[config.mk]
export PLATFORM = sky130hd
export DESIGN_NAME = async_copy_engine
export DESIGN_NICKNAME = d
export VERILOG_FILES = /design/src/rtl/async_copy_engine.sv
export SDC_FILE = /design/constraint.sdc
export NUM_CORES = 1
export LEC_CHECK = 0
export ABC_AREA = 1
export CAP_MARGIN = 5
export CORE_ASPECT_RATIO = 2
export CORE_MARGIN = 3
export CORE_UTILIZATION = 50
export CTS_CLUSTER_DIAMETER = 100
export DETAILED_ROUTE_END_ITERATION = 8
export DONT_BUFFER_PORTS = 1
export GPL_TIMING_DRIVEN = 0
export PLACE_DENSITY_LB_ADDON = 0.1
export SLEW_MARGIN = 15
export SYNTH_ARGS = -nofsm -noshare
export SYNTH_HDL_FRONTEND = slang
export SYNTH_SLANG_ARGS = --single-unit
[constraint.sdc]
create_clock -name clk -period 3.6 [get_ports clk]
set_input_delay 1.08 -clock clk [delete_from_list [all_inputs] [get_ports clk]]
set_output_delay 1.08 -clock clk [all_outputs]
set_load 0.01 [all_outputs]
[src/rtl/async_copy_engine.sv]
module async_copy_engine #(
  parameter int AW = 8,
  parameter int DW = 16,
  parameter int LW = 8,
  parameter int OW = 2,
  parameter int DEPTH = 4,
  parameter int GW = 2,
  localparam int IW = $clog2(DEPTH),
  localparam int TW = IW + GW
)(
  input  logic          clk,
  input  logic          rst_n,
  input  logic          cmd_valid,
  output logic          cmd_ready,
  input  logic [AW-1:0] cmd_src,
  input  logic [AW-1:0] cmd_dst,
  input  logic [LW-1:0] cmd_len,
  input  logic [OW-1:0] cmd_owner,
  output logic [TW-1:0] cmd_token,
  input  logic [TW-1:0] qry_token,
  output logic [1:0]    qry_status,
  input  logic          kill_valid,
  input  logic [OW-1:0] kill_owner,
  input  logic          pause,
  output logic          mem_req,
  output logic          mem_we,
  output logic [AW-1:0] mem_addr,
  output logic [DW-1:0] mem_wdata,
  input  logic [DW-1:0] mem_rdata,
  input  logic          mem_gnt
);
  typedef enum logic [1:0] {S_FREE, S_PEND, S_ACT, S_DONE} slot_t;
  typedef enum logic [1:0] {P_IDLE, P_RD, P_WR} phase_t;

  slot_t             st     [DEPTH];
  logic [GW-1:0]     gen    [DEPTH];
  logic [AW-1:0]     e_src  [DEPTH];
  logic [AW-1:0]     e_dst  [DEPTH];
  logic [LW-1:0]     e_len  [DEPTH];
  logic [OW-1:0]     e_own  [DEPTH];
  logic [DEPTH-1:0]  older  [DEPTH];

  phase_t        phase;
  logic [IW-1:0] act;
  logic [AW-1:0] cur_src, cur_dst;
  logic [LW-1:0] rem;
  logic [DW-1:0] hold;

  logic          free_found, pend_found;
  logic [IW-1:0] free_idx, pend_idx;
  logic [GW-1:0] next_gen;
  logic [IW-1:0] q_idx;
  logic [GW-1:0] q_gen;
  logic          busy, beat, start, cmd_acc, kill_act;
  logic [DEPTH-1:0] act_vec;
  logic [OW-1:0] act_own;

  always_comb begin
    free_found = 1'b0;
    free_idx   = '0;
    for (int i = DEPTH - 1; i >= 0; i--)
      if (st[i] != S_PEND && st[i] != S_ACT) begin
        free_found = 1'b1;
        free_idx   = IW'(i);
      end
    pend_found = 1'b0;
    pend_idx   = '0;
    for (int i = 0; i < DEPTH; i++) begin
      logic blk;
      blk = 1'b0;
      for (int j = 0; j < DEPTH; j++)
        if (st[j] == S_PEND && older[j][i]) blk = 1'b1;
      if (st[i] == S_PEND && !blk) begin
        pend_found = 1'b1;
        pend_idx   = IW'(i);
      end
    end
    for (int i = 0; i < DEPTH; i++) act_vec[i] = (st[i] == S_ACT);
  end

  assign next_gen   = gen[free_idx] + 1'b1;
  assign cmd_ready  = free_found;
  assign cmd_token  = {next_gen, free_idx};
  assign cmd_acc    = cmd_valid && free_found;
  assign busy       = (phase != P_IDLE);
  assign act_own    = e_own[act];
  assign mem_req    = busy && !pause;
  assign mem_we     = (phase == P_WR);
  assign mem_addr   = mem_we ? cur_dst : cur_src;
  assign mem_wdata  = hold;
  assign beat       = mem_req && mem_gnt;
  assign start      = !busy && pend_found && !pause && !kill_valid;
  assign kill_act   = kill_valid && busy && (act_own == kill_owner);

  assign q_idx      = qry_token[IW-1:0];
  assign q_gen      = qry_token[TW-1:IW];
  assign qry_status = (st[q_idx] == S_FREE || gen[q_idx] != q_gen) ? 2'b00 :
                      (st[q_idx] == S_DONE) ? 2'b10 : 2'b01;

  always_ff @(posedge clk) begin
    if (!rst_n) begin
      for (int i = 0; i < DEPTH; i++) begin
        st[i]    <= S_FREE;
        gen[i]   <= '0;
        e_src[i] <= '0;
        e_dst[i] <= '0;
        e_len[i] <= '0;
        e_own[i] <= '0;
        older[i] <= '0;
      end
      phase   <= P_IDLE;
      act     <= '0;
      cur_src <= '0;
      cur_dst <= '0;
      rem     <= '0;
      hold    <= '0;
    end else begin
      if (start) begin
        st[pend_idx] <= S_ACT;
        act     <= pend_idx;
        cur_src <= e_src[pend_idx];
        cur_dst <= e_dst[pend_idx];
        rem     <= e_len[pend_idx];
        phase   <= P_RD;
      end
      if (beat && phase == P_RD) begin
        hold  <= mem_rdata;
        phase <= P_WR;
      end
      if (beat && phase == P_WR) begin
        cur_src <= cur_src + AW'(1);
        cur_dst <= cur_dst + AW'(1);
        rem     <= rem - LW'(1);
        if (rem == LW'(1)) begin
          st[act] <= S_DONE;
          phase   <= P_IDLE;
        end else begin
          phase   <= P_RD;
        end
      end
      if (kill_valid)
        for (int i = 0; i < DEPTH; i++)
          if ((st[i] == S_PEND || st[i] == S_ACT) && e_own[i] == kill_owner)
            st[i] <= S_FREE;
      if (kill_act) phase <= P_IDLE;
      if (cmd_acc) begin
        st[free_idx]    <= (cmd_len == '0) ? S_DONE : S_PEND;
        gen[free_idx]   <= next_gen;
        e_src[free_idx] <= cmd_src;
        e_dst[free_idx] <= cmd_dst;
        e_len[free_idx] <= cmd_len;
        e_own[free_idx] <= cmd_owner;
        older[free_idx] <= '0;
        for (int j = 0; j < DEPTH; j++)
          if (j != int'(free_idx)) older[j][free_idx] <= 1'b1;
      end
    end
  end
endmodule

==> metrics, run 1 <==
status=finished clean; fmax=286.3 MHz; crit path capture=cmd_token[3]; Hold Buf Count CTS=0; Die W=99.96 µm; PortBufs=0; grt total ovfl=0; worst-case clock skew=0.008962 ns; yosys synthesis warning count=0; worst reg2reg path startpoint=st[3][1]; r2r endpoint=e_src[0][7]; Final Max Tran Viols=0; Rows=68; via count=7156; clock tree buffer depth=2; Worst Setup Path Type=flip-flop to primary output; starting density of the core=0.5111; Hold Path Origin=older[0][0]; Top FF cell, synth=edfxtp_1; Synth-to-Final Area Change=11.16%; Cells after Synth=1007; GR Layer Usage met2=0.5254; most frequent cells in the layout=205 x nor2_1, 118 x o21ai_0, 116 x edfxtp_1; met1 GRT Util=0.2811; fraction of layout cells with a size suffix above 1=0.1188; Core ar.=0.01727 mm²; total leakage power=3.915 nW; max-cap viol count=0; clock sinks=182; Final GP Congestion=0.9777; post-route ant nets=0; worst-margin pin slew=0.9473 ns; pwr/cell area=576.1 mW/mm²; Post-Syn Area=0.008827 mm²; Req. time, crit path=2.52 ns; R2R setup slack=0.60 ns; pre-CTS WS=0.3592 ns; post-synthesis cell type count=47; Die H=193.9 µm; fin crit share=0.9701; via count of the first global-routing pass=7069; Reg clk slew, reported paths=0.07 ns; gr busiest metal=met2; worst-skew pair later-pin latency=0.44 ns; clk root buf=clkbuf_16; aggregate negative setup slack=0 ns; pin count of the biggest net entering global routing=27; fin util=0.5681; WL per Instance=21.49 µm; # setup viols final=0; crit start category=flip-flop; first-pass GRT wire length=40.98 mm; H-tree levels=4; CP arrival=2.41 ns; Final Hold Vio Count=0; ys async rst share=0; Overall Global Routing Usage=0.2867; fin crit period=3.492 ns; Vias/cell=5.702; IO Pins=87; Fillers=1582; total CTS buffers=17; # DRC=0; area leader, netlist=edfxtp_1; Post-synth EDFFs=116; M3 GR Usage=0.05618; Max FO, Critical Path=6; Die ar.=0.01938 mm²; final WL=26.97 mm; Setup WS post-layout=0.1076 ns; FF-to-FF path depth=9; Starting DRT DRC Count=436; Max IR drop VDD=0.0003964 V; initial antenna violation count=1; CP Capture Type=primary output; post-synth top area share=0.3946; First-pass DRT Iterations=7; commonest non-fill, non-tap cell in the layout=nor2_1; CTS tree=yes; Worst Setup SP=st[0][1]; DP HPWL=19.95 mm; Slew HR=0.3684; #FFs+latches synth=182; Syn Area/Cell=8.766 µm²; RSZ-0062 raised after global routing=no; # nets final=1093; synthesized net count=1069; Area contributors post-synth=edfxtp_1 39%, dfxtp_1 15%, nor2_1 8.7%; worst min path class=flip-flop to flip-flop; Seq/Total Area, Yosys=0.5443
[metrics by stage]
stage | hold WS [ns] | instances | cell area (µm²) | total power [mW]
CTS | 0.4475 | 1254 | 9804 | 5.665
floorplan | 0.4165 | 1007 | 8827 | 3.377
global placement | 0.4332 | 1217 | 9090 | 3.754
global route | 0.4756 | 1255 | 9812 | 5.905
finish | 0.4450 | 1255 | 9812 | 5.653
detailed placement | 0.4382 | 1221 | 9188 | 3.784
[how the worst min path moves through the flow]
stage                   to  slack (ns)  depth (start not counted)
2_1_floorplan  older[1][1]        0.42                          2
3_3_place_gp   older[0][0]        0.43                          2
3_5_place_dp   older[0][0]        0.44                          2
4_1_cts        older[0][0]        0.45                          2
5_1_grt        older[1][2]        0.48                          2
6_report       older[0][0]        0.45                          2
[layout make-up]
type	instances	area, µm²	share of cell area
antenna	1	2.502	0.0002550
buffer	46	219.0	0.02232
clock buffer	26	533.0	0.05432
clock inverter	6	63.81	0.006503
inverter	121	454.2	0.04629
multi-input combinational	658	3377	0.3442
sequential	182	4805	0.4897
tap	210	262.8	0.02678
timing repair buffer	5	95.09	0.009691
[cell usage after synthesis, types with 10 or more instances]
master    number
nor2_1       205
o21ai_0      118
edfxtp_1     116
nand2_1      113
inv_1        110
dfxtp_1       66
a21oi_1       63
nand3_1       27
buf_2         22
o22ai_1       21
clkbuf_1      18
inv_2         11
nand4_1       10
[worst max-delay path: stages, from the launching register on]
cell and delay (ns):
edfxtp_1 0.39, inv_1 0.07, ha_2 0.32, nor3_4 0.36
inv_1 0.12, nand2_2 0.12, nor2_1 0.06, nor2_2 0.14
o21ai_4 0.13, xnor2_2 0.17, inv_1 0.10
[registers in the layout, summed over array words and instances, names as in the netlist, 16 cells and up, named ones only]
register and cells:
e_dst 32, e_len 32, e_src 32, mem_wdata 16, older 16
[repair_timing]
action	CTS	global route
buffers inserted	1	0
pin swaps	2	2
gates resized for setup	1	2
setup endpoints to repair	1	1
[logic make-up after synthesis]
logic type	Yosys count	share of synthesized area
muxes	1	0.001276
xor gates and xnor gates	16	0.01673
DFF	182	0.5443
adders and majority gates	8	0.01134
AOI/OAI and AO/OA	232	0.1443
and+or+nand+nor	401	0.2058
buffers and inverters	167	0.07626
[routing by layer]
metal | share of wire | wire, µm
met5 | 0 | 0
met1 | 0.33 | 8791
met2 | 0.55 | 14780
met3 | 0.050 | 1346
met4 | 0.076 | 2050
[report_power, final]
group,switching (mW),internal (mW)
logic,0.841,0.368
clock network,0.792,1.10
registers,0.104,2.45
total,1.74,3.92
(Power assumes the default switching activity.)
==> inputs of run 2 (changes only) <==
--- a/config.mk
+++ b/config.mk
@@ -14,8 +14,8 @@
 export DETAILED_ROUTE_END_ITERATION = 8
 export DONT_BUFFER_PORTS = 1
 export GPL_TIMING_DRIVEN = 0
+export MAX_ROUTING_LAYER = met4
 export PLACE_DENSITY_LB_ADDON = 0.1
-export SLEW_MARGIN = 15
 export SYNTH_ARGS = -nofsm -noshare
 export SYNTH_HDL_FRONTEND = slang
 export SYNTH_SLANG_ARGS = --single-unit
==> metrics, run 2 (synthesized netlist as in run 1, its figures left out) <==
Die ar.=0.01938 mm² (unchanged); clock tree buffer depth=2 (unchanged); Most common cell on crit path=inv_1; Final GP Congestion=0.9783 (about the same); Req. time, crit path=2.52 ns (about the same); Die W=99.96 µm (unchanged); Starting DRT DRC Count=520 (+19%); Die H=193.9 µm (unchanged); Reg clk slew, reported paths=0.07 ns (about the same); cell area after layout=0.009764 mm² (-0.48%); Vias/cell=5.674 (-0.48%); CP Buf/Inv Count=3 (unchanged); fmax=290.4 MHz (+1.4%); grt total ovfl=0 (unchanged); pin count of the biggest net entering global routing=30 (+11%); Worst Setup Path Type=flip-flop to primary output; H-tree levels=4 (unchanged); top flop regs=e_dst (32), e_len (32), e_src (32); Ant. Diodes=0 (-1); Core ar.=0.01727 mm² (unchanged); aggregate negative setup slack=0 ns (unchanged); r2r endpoint=e_src[0][2]; total CTS buffers=17 (unchanged); worst reg2reg path startpoint=st[2][1]; via count of the first global-routing pass=6986 (-1.2%); first-pass GRT wire length=40.92 mm (-0.15%); Sw Share=0.3004 (-0.006773); # setup viols final=0 (unchanged); clock power share=0.347 (+0.013); clock sinks=182 (unchanged); crit path capture=cmd_token[3]; cells along the critical path=inv_1, ha_2, nor3_4, inv_2, nand2_2, nor2_1, nor2_2, o21ai_4, xnor2_2, inv_1; combinational share of power=0.208 (-0.006); Slew HR=0.3698 (+0.001379); # nets final=1090 (-0.27%); P_sw=1.732 mW (-0.28%); via count=7093 (-0.88%); CP arrival=2.36 ns (-0.05 ns); fin crit period=3.444 ns (-0.04887 ns); Max FO, Critical Path=6 (unchanged); R2R setup slack=0.46 ns (-0.14 ns); cell family with most CP delay=simple AND/OR/NAND/NOR gates; Worst Setup SP=st[1][1]; worst-path cell with the longest stage delay=edfxtp_1; Synth-to-Final Area Change=10.62%; placed inst area=0.009120 mm² (-0.74%); RSZ-0062 raised after global routing=no; # DRC=0 (unchanged); Max IR drop VDD=0.0004290 V (+8.2%); Fillers=1615 (+2.1%); PortBufs=0 (unchanged); commonest non-fill, non-tap cell in the layout=nor2_1; CTS tree=yes; FF-to-FF path depth=8 (-1); Flop pwr share=0.444 (-0.008); worst-case clock skew=0.007782 ns (-0.001179 ns); internal power=4.032 mW (+3.0%); max-cap viol count=0 (unchanged); fraction of layout cells with a size suffix above 1=0.1125 (-0.006274); Final Hold Vio Count=0 (unchanged); worst-margin pin slew=0.9419 ns (-0.005404 ns); pwr/cell area=590.3 mW/mm² (+2.5%); final WL=27.48 mm (+1.9%); Overall Global Routing Usage=0.2988 (+0.01211); IO Pins=87 (unchanged); fin util=0.5653 (-0.002753); Rows=68 (unchanged); Final Max Tran Viols=0 (unchanged); status=finished clean; DP HPWL=19.74 mm (-1.0%); WL per Instance=21.99 µm (+2.3%); worst hold path depth=2 (unchanged); worst min path class=flip-flop to flip-flop; worst-skew pair later-pin latency=0.43 ns (about the same); CP Capture Type=primary output; initial antenna violation count=0 (-1); crit start category=flip-flop; clk root buf=clkbuf_16; Worst path depth=10 (unchanged); First-pass DRT Iterations=5 (-2); starting density of the core=0.5111 (unchanged); total design power=5.764 mW (+2.0%); total leakage power=3.883 nW (-0.82%); fin crit share=0.9565 (-0.01358); post-route ant nets=0 (unchanged); max incr delay on CP=0.39 ns (about the same); most frequent cells in the layout=205 x nor2_1, 118 x o21ai_0, 116 x edfxtp_1
## run 2: worst register-to-register path, delay by kind of cell (launching register included)
kind | cells | cell delay [ns]
compound gates | 1 | 0.26
fa+ha+maj | 1 | 0.25
buf+inv | 3 | 0.56
flops | 1 | 0.38
simple gates | 3 | 1.30
## run 2: final cells by class
class	count	area [µm²]	area share
inverter	121	454.2	0.04651
clock inverter	10	178.9	0.01832
timing repair buffer	2	27.53	0.002819
buffer	46	219.0	0.02242
tap	210	262.8	0.02691
clock buffer	21	440.4	0.04511
multi-input combinational	658	3377	0.3458
sequential	182	4805	0.4921
## run 2: how the worst min path moves through the flow
stage,startpoint,end,slack (ns)
floorplan,older[1][1],older[1][1],0.42
global placement,older[0][0],older[0][0],0.43
detailed placement,older[0][0],older[0][0],0.44
CTS,older[0][0],older[0][0],0.45
global route,older[0][0],older[0][0],0.48
finish,older[0][0],older[0][0],0.45
## run 2: power groups by stage
stage	sequential [mW]	combinational, mW	clock (mW)
after detailed placement	2.60	1.17	0
after global routing	2.58	1.32	2.10
final	2.56	1.20	2.00
after floorplan	2.57	0.804	0
after global placement	2.60	1.16	0
after CTS	2.56	1.20	2.02
## run 2: through the flow
step | hold slack, ns | worst slack [ns] | cells
2_1_floorplan | 0.4165 | 0.5726 | 1007
3_3_place_gp | 0.4332 | -0.3317 | 1217
3_5_place_dp | 0.4426 | 0.2165 | 1218
4_1_cts | 0.4521 | 0.004716 | 1250
5_1_grt | 0.4756 | 0.04038 | 1250
6_report | 0.4488 | 0.1565 | 1250
## run 2: timing repair
item,4_1_cts,5_1_grt
gates cloned,0,0
hold buffers,0,0
pin swaps,2,2
gates resized for setup,1,3
setup endpoints to repair,1,1
setup buffers,1,0
## run 2: layer usage
metal  wire, µm  vias to the layer above  global-route usage
met4       1875                        0              0.1829
li1           -                     3400                   -
met2      15250                      259              0.5351
met1       9161                     3345              0.2966
met5          0                        -                   -
met3       1197                       89             0.04141
